`config.mk`:
```
export PLATFORM = sky130hd
export DESIGN_NAME = irq_status_ctrl
export DESIGN_NICKNAME = d
export VERILOG_FILES = /design/src/rtl/irq_pkg.sv /design/src/rtl/irq_level_edge.sv /design/src/rtl/irq_sync_edge.sv /design/src/rtl/irq_status_reg.sv /design/src/rtl/irq_status_ctrl.sv
export SDC_FILE = /design/constraint.sdc
export NUM_CORES = 1
export LEC_CHECK = 0
export CORE_MARGIN = 1
export CORE_UTILIZATION = 45
export DETAILED_ROUTE_END_ITERATION = 12
export GPL_ROUTABILITY_DRIVEN = 0
export HOLD_SLACK_MARGIN = 0.08
export PLACE_DENSITY = 0.89
export SYNTH_ARGS = -nofsm -noshare
export SYNTH_HDL_FRONTEND = slang
export SYNTH_SLANG_ARGS = --single-unit
```
`constraint.sdc`:
```
create_clock -name clk -period 2.6 [get_ports clk]
set_input_delay 0.52 -clock clk [delete_from_list [all_inputs] [get_ports clk]]
set_output_delay 0.52 -clock clk [all_outputs]
set_load 0.01 [all_outputs]
```
`src/rtl/irq_pkg.sv`:
```
package irq_pkg;
  localparam int N_TMR  = 3;
  localparam int N_EXT  = 4;
  localparam int N_LVL  = 2;
  localparam int N_SRC  = N_LVL + N_TMR + N_EXT;
  localparam int B_LVL  = 0;
  localparam int B_TMR  = B_LVL + N_LVL;
  localparam int B_EXT  = B_TMR + N_TMR;

  typedef logic [N_SRC-1:0] src_vec_t;
endpackage

```
`src/rtl/irq_level_edge.sv`:
```
module irq_level_edge #(
  parameter int DEPTH = 1024,
  parameter int CNT_W = $clog2(DEPTH + 1)
) (
  input  logic             clk,
  input  logic             rst,
  input  logic [CNT_W-1:0] fill,
  output logic [1:0]       rise
);
  localparam logic [CNT_W-1:0] HALF  = CNT_W'(DEPTH / 2);
  localparam logic [CNT_W-1:0] THREE = CNT_W'((3 * DEPTH) / 4);

  logic [1:0] above;
  logic [1:0] above_q;

  always_comb begin
    above[0] = fill > HALF;
    above[1] = fill > THREE;
  end

  always_ff @(posedge clk) begin
    if (rst) above_q <= '0;
    else     above_q <= above;
  end

  assign rise = above & ~above_q;
endmodule

```
`src/rtl/irq_sync_edge.sv`:
```
module irq_sync_edge #(
  parameter int N = 4
) (
  input  logic         clk,
  input  logic         rst,
  input  logic [N-1:0] din,
  output logic [N-1:0] rise
);
  for (genvar i = 0; i < N; i++) begin : g_line
    logic s1, s2, s3;
    always_ff @(posedge clk) begin
      if (rst) begin
        s1 <= 1'b0;
        s2 <= 1'b0;
        s3 <= 1'b0;
      end else begin
        s1 <= din[i];
        s2 <= s1;
        s3 <= s2;
      end
    end
    assign rise[i] = s2 & ~s3;
  end
endmodule

```
`src/rtl/irq_status_reg.sv`:
```
module irq_status_reg #(
  parameter int N = 9
) (
  input  logic         clk,
  input  logic         rst,
  input  logic [N-1:0] set_vec,
  input  logic         clr,
  output logic [N-1:0] status,
  output logic         req
);
  logic [N-1:0] nxt;

  always_comb begin
    nxt = clr ? '0 : status;
    nxt = nxt | set_vec;
  end

  always_ff @(posedge clk) begin
    if (rst) begin
      status <= '0;
      req    <= 1'b0;
    end else begin
      status <= nxt;
      req    <= |nxt;
    end
  end
endmodule

```
`src/rtl/irq_status_ctrl.sv`:
```
module irq_status_ctrl
  import irq_pkg::*;
#(
  parameter int ADDR_W     = 4,
  parameter int REG_OFS    = 6,
  parameter int FIFO_DEPTH = 1024,
  parameter int CNT_W      = $clog2(FIFO_DEPTH + 1),
  parameter int WORD_W     = 16
) (
  input  logic              clk,
  input  logic              rst,
  input  logic [ADDR_W-1:0] bus_addr,
  input  logic              bus_rd,
  input  logic              bus_wr,
  input  logic [WORD_W-1:0] bus_wdata,
  output logic [WORD_W-1:0] bus_rdata,
  input  logic [CNT_W-1:0]  fifo_fill,
  input  logic [N_TMR-1:0]  tmr_wrap,
  input  logic [N_EXT-1:0]  ext_line,
  output logic              irq
);
  localparam logic [ADDR_W-1:0] OFS = ADDR_W'(REG_OFS);
  localparam int PAD = WORD_W - N_SRC;

  logic     sel, rd_hit, wr_hit;
  src_vec_t en_q, rise_vec, set_vec, status_q;
  logic     unused_hi;

  assign sel    = bus_addr == OFS;
  assign rd_hit = bus_rd & sel;
  assign wr_hit = bus_wr & sel;
  assign unused_hi = ^bus_wdata[WORD_W-1:N_SRC];

  irq_level_edge #(.DEPTH(FIFO_DEPTH), .CNT_W(CNT_W)) u_lvl (
    .clk(clk), .rst(rst), .fill(fifo_fill),
    .rise(rise_vec[B_LVL +: N_LVL])
  );

  assign rise_vec[B_TMR +: N_TMR] = tmr_wrap;

  irq_sync_edge #(.N(N_EXT)) u_ext (
    .clk(clk), .rst(rst), .din(ext_line),
    .rise(rise_vec[B_EXT +: N_EXT])
  );

  assign set_vec = rise_vec & en_q;

  irq_status_reg #(.N(N_SRC)) u_stat (
    .clk(clk), .rst(rst), .set_vec(set_vec), .clr(rd_hit),
    .status(status_q), .req(irq)
  );

  always_ff @(posedge clk) begin
    if (rst) begin
      en_q      <= '0;
      bus_rdata <= '0;
    end else begin
      if (wr_hit) en_q <= bus_wdata[N_SRC-1:0];
      bus_rdata <= rd_hit ? {{PAD{1'b0}}, status_q} : '0;
    end
  end
endmodule

```
==> Word level (Yosys, flattened, before mapping) <==
Index checks and enable logic that the tools add are counted.
{ "word_totals": {"reg_bits": 49, "wordCells": 39, "out_inout_bits": 17, "in_bits": 42} }
{ "classes": {"n_eq_ne": 1, "n_lt_le_gt_ge": 2, "n_reduce_logical": 2, "mux": 1, "n_bitwise": 15} }
{ "op_table": {"columns": ["op", "n"], "rows": [
  ["$gt A11 B10 Y1 const B", 2],
  ["$and A9 B9 Y9", 1],
  ["$mux W9", 1],
  ["$or A9 B9 Y9", 1],
  ["$reduce_or A9 Y1", 1],
  ["$and A1 B1 Y1", 6],
  ["$not A1 Y1", 5],
  ["$eq A4 B3 Y1 const B", 1],
  ["$and A2 B2 Y2", 1],
  ["$not A2 Y2", 1],
  ["$reduce_or A2 Y1", 1]
]} }

==> Depth between registers and ports, before layout <==
{ "logic_depth": {"depth_word": 5, "mapped_depth": 5, "depth_no_buf": 4} }

==> Hierarchy <==
Synthesis repeated with hierarchy kept, for this count alone.
{ "unflattened": {"cells_unflattened": 160, "hier_area_um2": 1599.0} }
{ "modules_own_cells": {"columns": ["mod", "n_inst", "area_each_um2", "seq_area_each_um2", "cells_each"], "rows": [
  ["irq_status_ctrl", 1, 743.2, 360.3, 80],
  ["irq_sync_edge", 1, 391.6, 240.2, 29],
  ["irq_status_reg", 1, 340.3, 200.2, 37],
  ["irq_level_edge", 1, 123.9, 40.0, 14]
]} }

==> Worst setup path before layout <==
Ideal clock, no wire load.
{ "synth_path": {"path_kind": "input -> register", "from": "input port bus_addr[0]", "to": "register en_q[0]", "path_stages": 5, "arrival_time_ps": 1308, "slack_ps": 1165, "setup_time_ps": 128, "n_path_buf": 1, "t_required_ps": 2472, "cell_sequence": "and3b_2 and3_4 buf_12 mux2i_1 nor2_1"} }
{ "synth_via": {"elab_chain_len": 2} }
{ "synth_rtl": {"columns": ["item", "line_no", "rtl"], "rows": [
  ["start, declared", "irq_status_ctrl.sv:12", "input logic [ADDR_W-1:0] bus_addr,"],
  ["$eq A4 B3 Y1", "irq_status_ctrl.sv:29", "assign sel = bus_addr == OFS;"],
  ["$and A1 B1 Y1", "irq_status_ctrl.sv:31", "assign wr_hit = bus_wr & sel;"],
  ["end signal, assigned", "irq_status_ctrl.sv:58", "if (wr_hit) en_q <= bus_wdata[N_SRC-1:0];"],
  ["end, declared", "irq_status_ctrl.sv:26", "src_vec_t en_q, rise_vec, set_vec, status_q;"]
]} }
No other way between the ends.
A chain may end at the register's enable or synchronous reset.

==> Worst setup path after layout <==
{ "layout_path": {"from": "register bus_rdata[3]", "to": "output port bus_rdata[3]"} }
{ "layout_lines": {"columns": ["item", "line_no", "rtl"], "rows": [
  ["start, declared", "irq_status_ctrl.sv:16", "output logic [WORD_W-1:0] bus_rdata,"],
  ["start signal, assigned", "irq_status_ctrl.sv:59", "bus_rdata <= rd_hit ? {{PAD{1'b0}}, status_q} : '0;"]
]} }
No word-level cell between the ends.

==> flow_metrics.py <==
metrics = {
    "cells_and_area": {
        "fin_cells": 231,
        "utilization": 0.646,
        "multi_input_area_sq_um": 614,
        "nets": 230,
        "drive_above_1_share": 0.0909,
        "area_growth_pct": 32.9,
        "regArea_sq_um": 841,
        "final_cell_area_sq_um": 2020,
        "final_common_cell": "clkdlybuf4s50_1",
        "fillers": 243,
        "final_cell_mix": "clkdlybuf4s50_1, dfxtp_1, nor2_1",
        "diodes": 0,
    },
    "power_and_ir_drop": {
        "peakVddDrop_uv": 325,
        "p_leak_nw": 0.748,
        "p_total_mw": 1.05,
        "p_per_area_nw_per_um2": 522,
    },
    "detailed_routing": {
        "viasPerCell": 4.77,
        "via_count": 1103,
        "drc": 0,
        "firstDrtPassIters": 4,
        "wl_per_cell_um": 11.4,
        "postRouteAntennaNets": 0,
        "drt_wl_total_mm": 2.63,
        "dr.first_iter.drc_count": 13,
    },
    "floorplanning": {
        "fp.dieW_um": 60.1,
        "fp.dieH_um": 60.1,
        "rows": 20,
        "ioPinCount": 59,
        "core-area_sq_um": 3130,
        "start_util": 0.486,
        "die_area_sq_um": 3610,
    },
    "global_route": {
        "antenna_found_initial": 0,
        "grt_max_degree": 15,
        "grt_pass1_wl_mm": 4.11,
        "grt_pass1_vias": 1022,
        "grtUsageTotal": 0.156,
        "overflow": 0,
    },
    "setup_path": {
        "cp.required_ps": 2080,
        "cp_top_family": "buffers and inverters",
        "worstSetupStartpoint": "bus_rdata[3]",
        "arrival_ps": 1180,
        "path_buf_inv": 1,
        "critPathCaptureType": "output pin",
        "critPathLaunchType": "flop",
        "path_class": "flop to output pin",
        "cpMaxStageDelayCell": "clkdlybuf4s50_1",
        "reg2reg_from": "u_stat.status[3]",
        "crit_fanout": 1,
        "path_cells": "clkdlybuf4s50_1",
        "cpPeakStageDelay_ps": 530,
    },
    "clocking": {
        "cts_resized": 0,
        "cts_root_buf": "clkbuf_4",
        "cts_sinks": 42,
        "cts_made_buffers": 5,
        "clockBufferDepth": 2,
        "ctsHtreeMaxLevel": 2,
        "clock_latency_ps": 340,
        "path_clk_slew_ps": 110,
        "cts_tree": "built",
        "cts_hold_buf": 0,
        "post_cts_buffers": 0,
    },
    "logic_synthesis": {
        "synth_area_sq_um": 1520,
        "syn_avg_cell_area_sq_um": 10.9,
        "yosysUniqueCellTypes": 30,
        "yosys_warnings": 0,
        "synth_cells": 140,
        "synth_seq_cells": 42,
        "synth_seq_area_share": 0.553,
        "synth.top_cell.area_share": 0.553,
        "netlist_top_cells_area": "dfxtp_1, mux2i_1, nor2b_1, nor2_1, and2_1",
        "yosysTopAreaCell": "dfxtp_1",
    },
    "sta": {
        "finalSetupViolCount": 0,
        "setup_tns_ps": 0,
        "grt_setup_unrepaired": "false",
        "skew_ps": 8.29,
        "final_max_slew_viol_count": 0,
        "setup_ws_ps": 897,
        "fmax_mhz": 587,
        "hold_violations": 0,
        "fin_crit_sh": 0.655,
        "period_needed_ps": 1700,
        "fin_hold_ws_ps": 443,
    },
    "placement": {
        "io_buffers": 44,
        "dp_hpwl_mm": 2.09,
        "place_area_sq_um": 1970,
        "place_ws_ps": 605,
        "place_inst": 225,
    },
    "outcome": {
        "outcome": "finished clean",
    },
    "min_path": {
        "min-delay-start": "u_ext.g_line[2].s1",
        "hp-class": "flop to flop",
    },
    "flow_run": {
        "drv_cap": 0,
    },
}
-- layer usage --
metal | vias to the layer above | GRT usage | routed length (um)
met5 | - | 0 | 0
li1 | 554 | - | -
met4 | 0 | 0.0399 | 23
met1 | 505 | 0.159 | 1100
met2 | 42 | 0.294 | 1340
met3 | 2 | 0.0606 | 166
-- final cells by class --
class / instances / share of cell area
timing repair buffer: 46 / 0.225
sequential: 42 / 0.416
tap: 44 / 0.0272
inverter: 1 / 0.00186
multi-input combinational: 92 / 0.304
clock buffer: 6 / 0.0254
-- Yosys cell counts, drive strengths merged --
library cell,instances
nand3,2
clkbuf,3
and3b,1
buf,8
nand3b,5
nor3b,1
nor3,1
nor2,19
and2,9
inv,1
a21o,1
nor2b,13
o21ai,1
dfxtp,42
nor4,3
nand2,6
nand4bb,1
a32oi,2
and3,1
a21oi,4
a22oi,5
a41oi,1
mux2i,9
conb,1
-- registers in the layout (all words and copies together), names as in the netlist --
name / flops
u_stat.status: 9
u_lvl.above_q: 2
u_ext.g_line.s2: 4
u_ext.g_line.s3: 4
u_ext.g_line.s1: 4
u_stat.req: 1
en_q: 9
bus_rdata: 9
-- power breakdown --
group	total [mW]	internal [mW]	switching, mW
registers	0.660	0.656	0.00427
logic	0.0988	0.0622	0.0366
clock network	0.295	0.122	0.173
-- worst paths after layout --
path                         to  slack (ps)  depth (start not counted)
max reg2reg          u_stat.req        1330                          4
min reg2reg  u_ext.g_line[2].s2         440                          1
max                bus_rdata[3]         900                          1
min          u_ext.g_line[2].s2         440                          1
-- logic make-up (layout without fill, tap and decap cells) --
family | Yosys count | count (layout) | share of synthesized area
compound gates | 14 | 14 | 0.0724
buf+inv | 12 | 53 | 0.0576
flops | 42 | 42 | 0.553
mux | 9 | 9 | 0.0593
other cells | 1 | 7 | 0.00247
simple gates | 62 | 62 | 0.255
Power figures use the tool's default switching activity.
